### config.mk
export PLATFORM = sky130hd
export DESIGN_NAME = vc_input_port
export DESIGN_NICKNAME = d
export VERILOG_FILES = /design/src/rtl/vcin_pkg.sv /design/src/rtl/vcin_route.sv /design/src/rtl/vcin_vc_buf.sv /design/src/rtl/vcin_depart.sv /design/src/rtl/vc_input_port.sv
export SDC_FILE = /design/constraint.sdc
export NUM_CORES = 1
export LEC_CHECK = 0
export ABC_AREA = 1
export BUFFER_PORTS_ARGS = -buffer_cell sky130_fd_sc_hd__buf_2
export CORE_ASPECT_RATIO = 0.6
export CORE_UTILIZATION = 42
export CTS_CLUSTER_DIAMETER = 30
export DETAILED_ROUTE_END_ITERATION = 7
export PLACE_DENSITY = 0.55
export SLEW_MARGIN = 20
export SYNTH_ARGS = -nofsm -noshare
export SYNTH_HDL_FRONTEND = slang
export SYNTH_HIERARCHICAL = 1
export SYNTH_SLANG_ARGS = --single-unit
### constraint.sdc
create_clock -name clk -period 5.44 [get_ports clk]
set_clock_uncertainty 0.1 [all_clocks]
set_input_delay 1.088 -clock clk [delete_from_list [all_inputs] [get_ports clk]]
set_output_delay 1.088 -clock clk [all_outputs]
set_load 0.03 [all_outputs]
### src/rtl/vcin_pkg.sv
package vcin_pkg;

    typedef enum logic [1:0] {
        FK_HEAD = 2'd0,
        FK_BODY = 2'd1,
        FK_TAIL = 2'd2,
        FK_SOLO = 2'd3
    } flit_kind_e;

    typedef enum logic [2:0] {
        OP_LOCAL = 3'd0,
        OP_XPOS  = 3'd1,
        OP_XNEG  = 3'd2,
        OP_YPOS  = 3'd3,
        OP_YNEG  = 3'd4
    } out_port_e;

    typedef enum logic {
        VS_IDLE   = 1'b0,
        VS_ACTIVE = 1'b1
    } vc_state_e;

    localparam int PORT_W = 3;

    // A flit that starts a packet carries a fresh route.
    function automatic logic opens_packet(flit_kind_e k);
        return (k == FK_HEAD) || (k == FK_SOLO);
    endfunction

    // A flit that ends a packet releases its channel.
    function automatic logic closes_packet(flit_kind_e k);
        return (k == FK_TAIL) || (k == FK_SOLO);
    endfunction

endpackage

### src/rtl/vcin_route.sv
module vcin_route
    import vcin_pkg::*;
#(
    parameter int CW   = 2,
    parameter int MY_X = 1,
    parameter int MY_Y = 1
) (
    input  logic [CW-1:0] dest_x,
    input  logic [CW-1:0] dest_y,
    output out_port_e     port
);
    localparam logic [CW-1:0] OWN_X = CW'(MY_X);
    localparam logic [CW-1:0] OWN_Y = CW'(MY_Y);

    // X dimension resolved first, then Y, then local ejection.
    always_comb begin
        if (dest_x > OWN_X)      port = OP_XPOS;
        else if (dest_x < OWN_X) port = OP_XNEG;
        else if (dest_y > OWN_Y) port = OP_YPOS;
        else if (dest_y < OWN_Y) port = OP_YNEG;
        else                     port = OP_LOCAL;
    end
endmodule

### src/rtl/vcin_vc_buf.sv
module vcin_vc_buf
    import vcin_pkg::*;
#(
    parameter int DEPTH = 4,
    parameter int DW    = 16,
    parameter int LAT   = 2,
    localparam int AW   = (DEPTH > 1) ? $clog2(DEPTH) : 1,
    localparam int CNTW = $clog2(DEPTH + 1),
    localparam int HOLD = LAT - 1,
    localparam int HW   = (HOLD > 0) ? $clog2(HOLD + 1) : 1
) (
    input  logic          clk,
    input  logic          rst,
    input  logic          wr_en,
    input  flit_kind_e    wr_kind,
    input  logic [DW-1:0] wr_data,
    input  out_port_e     wr_route,
    input  logic          pop,
    output logic          ready,
    output flit_kind_e    front_kind,
    output logic [DW-1:0] front_data,
    output out_port_e     route,
    output vc_state_e     state
);
    flit_kind_e    kind_q [DEPTH];
    logic [DW-1:0] data_q [DEPTH];
    logic [HW-1:0] hold_q [DEPTH];
    logic [AW-1:0] wr_ptr, rd_ptr;
    logic [CNTW-1:0] count;

    function automatic logic [AW-1:0] bump(logic [AW-1:0] p);
        return (p == AW'(DEPTH - 1)) ? '0 : p + 1'b1;
    endfunction

    assign front_kind = kind_q[rd_ptr];
    assign front_data = data_q[rd_ptr];
    assign ready      = (count != '0) && (hold_q[rd_ptr] == '0);

    // Payload storage needs no reset; occupancy is tracked by count.
    always_ff @(posedge clk) begin
        if (wr_en) begin
            kind_q[wr_ptr] <= wr_kind;
            data_q[wr_ptr] <= wr_data;
        end
    end

    always_ff @(posedge clk) begin
        if (rst) begin
            wr_ptr <= '0;
            rd_ptr <= '0;
            count  <= '0;
            route  <= OP_LOCAL;
            state  <= VS_IDLE;
            for (int i = 0; i < DEPTH; i++) hold_q[i] <= '0;
        end else begin
            if (wr_en) wr_ptr <= bump(wr_ptr);
            if (pop)   rd_ptr <= bump(rd_ptr);
            count <= count + CNTW'(wr_en) - CNTW'(pop);

            // Each slot counts down its remaining pipeline hold.
            for (int i = 0; i < DEPTH; i++) begin
                if (wr_en && (wr_ptr == AW'(i)))
                    hold_q[i] <= HW'(HOLD);
                else if (hold_q[i] != '0)
                    hold_q[i] <= hold_q[i] - 1'b1;
            end

            if (wr_en && opens_packet(wr_kind)) begin
                route <= wr_route;
                state <= VS_ACTIVE;
            end else if (pop && closes_packet(front_kind)) begin
                state <= VS_IDLE;
            end
        end
    end
endmodule

### src/rtl/vcin_depart.sv
module vcin_depart
    import vcin_pkg::*;
#(
    parameter int DW  = 16,
    parameter int VCW = 2
) (
    input  logic              clk,
    input  logic              rst,
    input  logic              pop_any,
    input  logic [VCW-1:0]    pop_idx,
    input  flit_kind_e        kind,
    input  logic [DW-1:0]     data,
    input  out_port_e         port,
    output logic              credit_valid,
    output logic [VCW-1:0]    credit_vc,
    output logic              credit_free,
    output logic              sw_valid,
    output logic [1:0]        sw_kind,
    output logic [PORT_W-1:0] sw_port,
    output logic [DW-1:0]     sw_data
);
    always_ff @(posedge clk) begin
        if (rst) begin
            credit_valid <= 1'b0;
            credit_vc    <= '0;
            credit_free  <= 1'b0;
            sw_valid     <= 1'b0;
            sw_kind      <= '0;
            sw_port      <= '0;
            sw_data      <= '0;
        end else begin
            credit_valid <= pop_any;
            credit_vc    <= pop_idx;
            credit_free  <= pop_any && closes_packet(kind);
            sw_valid     <= pop_any;
            sw_kind      <= kind;
            sw_port      <= port;
            sw_data      <= data;
        end
    end
endmodule

### src/rtl/vc_input_port.sv
module vc_input_port
    import vcin_pkg::*;
#(
    parameter int NUM_VC = 4,
    parameter int DEPTH  = 4,
    parameter int DW     = 16,
    parameter int LAT    = 2,
    parameter int CW     = 2,
    parameter int MY_X   = 1,
    parameter int MY_Y   = 1,
    localparam int VCW   = (NUM_VC > 1) ? $clog2(NUM_VC) : 1
) (
    input  logic                     clk,
    input  logic                     rst,
    input  logic                     in_valid,
    input  logic [1:0]               in_kind,
    input  logic [VCW-1:0]           in_vc,
    input  logic [CW-1:0]            in_dest_x,
    input  logic [CW-1:0]            in_dest_y,
    input  logic [DW-1:0]            in_data,
    input  logic [NUM_VC-1:0]        sa_grant,
    output logic [NUM_VC-1:0]        sa_valid,
    output logic [PORT_W*NUM_VC-1:0] sa_port,
    output logic [NUM_VC-1:0]        vc_active,
    output logic                     sw_valid,
    output logic [1:0]               sw_kind,
    output logic [PORT_W-1:0]        sw_port,
    output logic [DW-1:0]            sw_data,
    output logic                     credit_valid,
    output logic [VCW-1:0]           credit_vc,
    output logic                     credit_free
);
    out_port_e     new_route;
    flit_kind_e    fk [NUM_VC];
    logic [DW-1:0] fd [NUM_VC];
    out_port_e     rt [NUM_VC];
    vc_state_e     st [NUM_VC];
    logic [NUM_VC-1:0] ready, pop_vec;
    logic              pop_any;
    logic [VCW-1:0]    pop_idx;

    vcin_route #(.CW(CW), .MY_X(MY_X), .MY_Y(MY_Y)) u_route (
        .dest_x (in_dest_x),
        .dest_y (in_dest_y),
        .port   (new_route)
    );

    // Grant resolution: lowest-numbered eligible granted channel wins.
    always_comb begin
        pop_vec = '0;
        pop_any = 1'b0;
        pop_idx = '0;
        for (int i = 0; i < NUM_VC; i++) begin
            if (!pop_any && sa_grant[i] && ready[i]) begin
                pop_vec[i] = 1'b1;
                pop_any    = 1'b1;
                pop_idx    = VCW'(i);
            end
        end
    end

    for (genvar g = 0; g < NUM_VC; g++) begin : g_vc
        vcin_vc_buf #(.DEPTH(DEPTH), .DW(DW), .LAT(LAT)) u_buf (
            .clk        (clk),
            .rst        (rst),
            .wr_en      (in_valid && (in_vc == VCW'(g))),
            .wr_kind    (flit_kind_e'(in_kind)),
            .wr_data    (in_data),
            .wr_route   (new_route),
            .pop        (pop_vec[g]),
            .ready      (ready[g]),
            .front_kind (fk[g]),
            .front_data (fd[g]),
            .route      (rt[g]),
            .state      (st[g])
        );
        assign sa_valid[g]                   = ready[g];
        assign sa_port[g*PORT_W +: PORT_W]   = rt[g];
        assign vc_active[g]                  = (st[g] == VS_ACTIVE);
    end

    vcin_depart #(.DW(DW), .VCW(VCW)) u_depart (
        .clk          (clk),
        .rst          (rst),
        .pop_any      (pop_any),
        .pop_idx      (pop_idx),
        .kind         (fk[pop_idx]),
        .data         (fd[pop_idx]),
        .port         (rt[pop_idx]),
        .credit_valid (credit_valid),
        .credit_vc    (credit_vc),
        .credit_free  (credit_free),
        .sw_valid     (sw_valid),
        .sw_kind      (sw_kind),
        .sw_port      (sw_port),
        .sw_data      (sw_data)
    );
endmodule

==> run_results.csv, run 1 <==
group,metric,value,unit
pwr,p_int,6.665,mW
die,initial_core_util,42.87,%
synth,ys_seq_area_share,65.77,%
timing,setup_tns,0,ns
synth,syn_area_per_cell,11.14,um^2
hold_path,hp-class,"reg2reg",
synth,synthesis.area,16220,um^2
hold_path,hp-start,"g_vc[1].u_buf/state",
pwr,p_per_area,547.6,nW/um^2
layout,fin_nets,1597,
clock_tree,clockBufferDepth,3,
clock_tree,path_clk_slew,0.06,ns
layout,fillerInstances,3429,
timing,rsz0062_at_grt,"false",
pwr,clkPwrFrac,36.9,%
synth,syn_inst,1456,
routing,drc,0,
clock_tree,htreeDepth,2,
synth,synth_edf_count,304,
run,cap_violations,0,
routing,vias,10680,
synth,async_flop_share,0,%
setup_path,cp-start-kind,"register",
die,coreArea,37850,um^2
die,dieArea,39440,um^2
global_route,grt_use_total,20.95,%
timing,max_freq,258.3,MHz
clock_tree,clkSinkCount,381,
timing,relSlewSlack,28.79,%
layout,drive_above_1_share,17.06,%
setup_path,critPathKind,"reg2reg",
clock_tree,root_buffer,"clkbuf_16",
setup_path,worst-path-max-fanout,43,
clock_tree,worstSkewPairLatency,0.58,ns
routing,routed_via_density,5.097,
place,dp_hpwl,25760,um
synth,ys.flop_type,"edfxtp_1",
timing,worst_slack,1.569,ns
routing,wl,40770,um
clock_tree,cts_buffers,57,
place,port_buffers,76,
synth,yosysWarningCount,6,
routing,drt_pass1_iterations,5,
die,io_pins,77,
clock_tree,cts_tree,"done",
pwr,power_frac_seq,33.9,%
timing,period_needed,3.871,ns
global_route,grt_pass1_vias,10180,
layout,final_common_cell,"edfxtp_1",
die,fp.dieH,154.2,um
timing,finalCritPeriodShare,71.16,%
layout,syn_to_final_growth,16.12,%
die,die_w,255.7,um
timing,hold_viol_final,0,
die,fp-row-count,55,
routing,ant_nets,0,
pwr,ir_worst_vdd,0.0002357,V
clock_tree,postCtsHoldBufs,0,
clock_tree,postCtsSetupBuffers,0,
pwr,switchingPower,3.651,mW
place,gp_congestion,0.8198,
layout,antenna_cells,0,
routing,drtIter0Drc,1148,
synth,ys_ff_latch,381,
global_route,antenna_found_initial,0,
setup_path,cp.arrival,4.20,ns
setup_path,critPathCaptureType,"register",
place,post-place-ws,1.528,ns
timing,worst-slew-pin-transition,1.067,ns
global_route,grt_max_degree,50,
global_route,grt-ovfl-total,0,
global_route,grt_first_pass_wirelength,62800,um
pwr,power_frac_comb,29.2,%
pwr,p_leak,7.503,nW
setup_path,worstPathRequired,5.76,ns
pwr,swShare,35.39,%
synth,synth.distinct_cells,40,
routing,wire_per_inst,19.45,um
synth,syn-num-nets,1519,
layout,layout_common_cells,"edfxtp_1, inv_1, nor2_1",
timing,setup_viol,0,
timing,finalMaxSlewViolations,0,
clock_tree,post_cts_resized,0,
run_status,status,"completed",
## Yosys cell counts (17+ instances only)
master    instances  area share [%]
a21oi_1          29            0.89
nand3_1          99             3.1
nand2_1         128             3.0
o21ai_0         118             3.6
nor2_1          197             4.6
edfxtp_1        304              56
o22ai_1          51             2.0
nor2_2           18            0.69
buf_6            19             1.3
o22ai_2          17             1.3
ha_1             28             2.2
buf_2            29            0.89
inv_1           200             4.6
o21ai_1          36             1.1
dfxtp_1          77             9.5
## cell families after synthesis
family | share of synthesized area (%)
AO/OA/AOI/OAI | 9.655
XOR/XNOR | 0.4318
adder cells (fa/ha/maj) | 2.653
buffers and inverters | 8.260
flip-flops | 65.77
AND/OR/NAND/NOR | 13.23
## cell type report
| cell class | instances | area, um^2 | share of cell area [%] |
|---|---|---|---|
| flip-flops and latches | 381 | 10670 | 56.64 |
| repair buffers | 92 | 500.5 | 2.657 |
| multi-input cells | 791 | 4214 | 22.37 |
| inverters | 211 | 799.5 | 4.244 |
| clock inverters | 44 | 508.0 | 2.696 |
| clock buffers | 64 | 1505 | 7.990 |
| well taps | 513 | 641.9 | 3.407 |
## state kept, by name, summed over array words and instances, names as in the netlist, 3 cells and up, named ones only
name               flops
g_vc.u_buf/count      12
g_vc.u_buf/hold_q     16
g_vc.u_buf/kind_q     32
g_vc.u_buf/rd_ptr      8
g_vc.u_buf/state       4
u_depart/sw_port       3
g_vc.u_buf/wr_ptr      8
u_depart/sw_data      16
g_vc.u_buf/route      12
g_vc.u_buf/data_q    256
## critical path, cell delays in order (launching register included)
cell      delay [ns]
dfxtp_1         0.30
buf_4           0.25
inv_4           0.46
o211ai_1        0.20
a21oi_1         0.30
nand2_2         0.15
inv_2           0.09
nand4_4         0.32
buf_4           0.38
nand2_2         0.63
nand2_1         0.22
nand3_1         0.13
nand2_1         0.07
inv_1           0.05
nor2_1          0.06
## stage by stage
stage	hold slack, ns	instance area [um^2]	utilization (%)	power (mW)	std cells
after floorplan	0.4066	16220	-	5.849	1456
after global placement	0.3529	16830	44.46	6.568	1988
after detailed placement	0.3580	16830	44.46	6.582	1988
after CTS	0.3681	18840	49.78	10.40	2096
after global routing	0.3915	18840	49.78	10.91	2096
final	0.3647	18840	49.78	10.32	2096
## path summary, 6_finish.rpt
check | cells after the start | slack (ns) | end
setup / recovery | 14 | 1.57 | u_depart/sw_data[7]
setup reg to reg | 14 | 1.57 | u_depart/sw_data[7]
hold reg to reg | 2 | 0.36 | g_vc[1].u_buf/state
hold / removal | 2 | 0.36 | g_vc[1].u_buf/state
## power groups by stage
| stage | Clock (mW) | Combinational, mW | Sequential [mW] |
|---|---|---|---|
| 2_1_floorplan | 0 | 2.20 | 3.65 |
| 3_3_place_gp | 0 | 3.01 | 3.56 |
| 3_5_place_dp | 0 | 3.03 | 3.55 |
| 4_1_cts | 3.86 | 3.04 | 3.50 |
| 5_1_grt | 4.00 | 3.39 | 3.52 |
| 6_report | 3.81 | 3.01 | 3.49 |
## layer usage
| metal | track usage, % | routed length [um] | up-vias |
|---|---|---|---|
| li1 | - | - | 5121 |
| met1 | 33.05 | 20770 | 5212 |
| met2 | 29.76 | 16940 | 292 |
| met3 | 3.425 | 2358 | 59 |
| met4 | 5.047 | 704 | 0 |
| met5 | 0 | 0 | - |
(Power assumes the default switching activity.)
==> run 2: changes to the inputs <==
Settings changed: ABC_AREA 1 to 0.
Clock period 5.44 ns to 3.95 ns, I/O delays scaled along.
==> run 2 against run 1 <==
Effect of this change: final cell count is 30% lower; global-route usage is 2.7 points lower; register-to-register slack got worse by 0.70 ns; combinational power fell by 27%; flip-flop and latch count unchanged; highest routed layer unchanged; clock power is 25% higher; setup slack worse by 0.70 ns; area after synthesis down 5.8%; worst hold slack improved by 0.047 ns; core utilization increased by 1.2 points.
==> run_results.csv, run 2 <==
group,metric,value,unit
layout,antenna_cells,0,
setup_path,path_cells,"mux4_2, nor2_1, a22oi_1, and4_2, ha_1, inv_1, ha_1, fa_1, xnor2_1, xnor2_1, nor2_1",
layout,final_common_cell,"edfxtp_1",
synth,synthesis.area,15290,um^2
global_route,grt_first_pass_wirelength,49650,um
layout,fin_area,18050,um^2
synth,synth_top_area_share,59.70,%
global_route,grt_use_total,18.28,%
timing,hold_viol_final,0,
setup_path,timing.critical_path.slowest_stage_cell,"mux4_2",
place,port_buffers,76,
die,die_w,248.3,um
routing,routed_via_density,5.288,
die,io_pins,77,
clock_tree,cts_buffers,53,
timing,finalCritPeriodShare,77.91,%
synth,synth.area.top_cells,"edfxtp_1, dfxtp_1, mux4_2, mux4_1, ha_1",
pwr,p_total,11.65,mW
pwr,p_per_area,645.4,nW/um^2
place,gp_congestion,0.7437,
routing,drtIter0Drc,521,
routing,ant_nets,0,
pwr,ir_worst_vdd,0.0003890,V
layout,drive_above_1_share,28.43,%
timing,rsz0062_at_grt,"false",
global_route,grt_pass1_vias,7837,
layout,fillerInstances,2917,
synth,yosysWarningCount,6,
synth,ys.flop_type,"edfxtp_1",
synth,synth_area_leader_cell,"edfxtp_1",
synth,synth.distinct_cells,43,
timing,worst-slew-pin-transition,1.007,ns
setup_path,critical_path.max_stage_delay,0.53,ns
setup_path,cp.arrival,3.40,ns
setup_path,cp_top_family,"adder cells",
global_route,antenna_found_initial,0,
clock_tree,worstSkewPairLatency,0.57,ns
die,coreArea,35410,um^2
global_route,grt-ovfl-total,0,
hold_path,hp-class,"reg2reg",
synth,async_flop_share,0,%
run,cap_violations,0,
synth,ys_ff_latch,381,
synth,syn-num-nets,902,
die,fp-row-count,53,
synth,syn_inst,839,
routing,vias,7789,
clock_tree,postCtsSetupBuffers,0,
place,placed_area,16230,um^2
routing,drc,0,
routing,wl,33170,um
layout,fin_nets,1026,
setup_path,worst-path-max-fanout,4,
setup_path,timing.critical_path.buf_inv,1,
synth,yosysMostFrequentCell,"edfxtp_1",
clock_tree,postCtsHoldBufs,0,
timing,max_freq,325.0,MHz
clock_tree,clockBufferDepth,3,
clock_tree,post_cts_resized,0,
layout,largest_register_ffs,256,
die,fp.dieH,149.8,um
layout,reg_top3,"g_vc.u_buf/data_q: 256 flops, g_vc.u_buf/kind_q: 32 flops",
place,dp_hpwl,19630,um
setup_path,worstPathRequired,4.27,ns
timing,period_needed,3.077,ns
synth,ys_seq_area_share,69.78,%
run_status,status,"completed",
global_route,grt_max_degree,90,
timing,relSlewSlack,32.85,%
setup_path,critPathCaptureType,"register",
clock_tree,clkSinkCount,381,
setup_path,critPathKind,"reg2reg",
setup_path,cp-start-kind,"register",
clock_tree,path_clk_slew,0.06,ns
clock_tree,htreeDepth,2,
timing,setup_viol,0,
pwr,p_leak,6.196,nW
timing,finalMaxSlewViolations,0,
clock_tree,root_buffer,"clkbuf_16",
layout,largest-register,"g_vc.u_buf/data_q",
clock_tree,cts_tree,"done",
synth,synthTopCellsByCount,"edfxtp_1, dfxtp_1, nor2b_1, mux4_2, mux2i_1",
routing,drt_pass1_iterations,5,
layout,syn_to_final_growth,18.03,%
timing,worst_slack,0.8726,ns
die,dieArea,37200,um^2
place,post-place-ws,0.8537,ns
synth,synth_edf_count,304,
synth,syn_area_per_cell,18.23,um^2
die,initial_core_util,43.18,%
timing,setup_tns,0,ns
layout,layout_common_cells,"edfxtp_1, dfxtp_1, buf_2",
routing,wire_per_inst,22.52,um
## run 2: cell count changes after synthesis, sizes merged, moves of 76 or more
cell   change
nor2     -182
nand2    -128
o21ai    -124
nand3     -96
inv      -181
mux4      +76
## run 2: area by class of cell
type | count | area (um^2) | share of cell area [%]
Tap cell | 467 | 584.3 | 3.237
Multi-Input combinational cell | 389 | 4238 | 23.48
Timing Repair Buffer | 109 | 630.6 | 3.494
Inverter | 29 | 108.9 | 0.6031
Clock buffer | 58 | 1376 | 7.626
Sequential cell | 381 | 10670 | 59.12
Clock inverter | 40 | 440.4 | 2.440
## run 2: where the power goes
| part | switching, mW | internal [mW] | total [mW] |
|---|---|---|---|
| clock | 1.87 | 2.90 | 4.78 |
| combinational | 1.31 | 0.896 | 2.21 |
| sequential | 0.107 | 4.56 | 4.66 |
## run 2: worst reg2reg max path, cell delays in order, from the launching register on
cell and delay [ns]:
edfxtp_1 0.39, mux4_2 0.53, nor2_1 0.24, a22oi_1 0.16
and4_2 0.27, ha_1 0.27, inv_1 0.04, ha_1 0.18
fa_1 0.37, xnor2_1 0.18, xnor2_1 0.14, nor2_1 0.05
## run 2: logic make-up (layout without fill, tap and decap cells)
logic type	Yosys count	in the layout	synth area share, %
buf+inv	69	236	2.512
flops	381	381	69.78
compound gates	83	83	4.263
mux	109	109	14.12
fa+ha+maj	32	32	2.815
xor+xnor	16	16	0.9164
simple gates	149	149	5.597
## run 2: routing by layer
layer | part of all wire (%) | track usage, % | routed length, um | vias up
met5 | 0 | 0 | 0 | -
met4 | 1.5 | 4.360 | 485 | 0
met3 | 6.4 | 3.802 | 2110 | 43
met2 | 42 | 26.08 | 14030 | 238
met1 | 50 | 28.42 | 16540 | 3959
li1 | - | - | - | 3549
## run 2: per-stage QoR
step	cells	hold WS [ns]	utilization, %
after floorplan	839	0.3850	-
after global placement	1375	0.3954	45.84
after detailed placement	1375	0.3875	45.84
after CTS	1473	0.3992	50.97
after global routing	1473	0.4410	50.97
final	1473	0.4112	50.97
## run 2: path summary, 6_finish.rpt
kind	slack (ns)	endpoint	cells past startpoint	startpoint
max	0.87	g_vc[3].u_buf/count[2]	11	g_vc[1].u_buf/hold_q[3]
max reg2reg	0.87	g_vc[3].u_buf/count[2]	11	g_vc[1].u_buf/hold_q[3]
min reg2reg	0.41	g_vc[0].u_buf/route[2]	2	g_vc[0].u_buf/route[2]
min	0.41	g_vc[0].u_buf/route[2]	2	g_vc[0].u_buf/route[2]
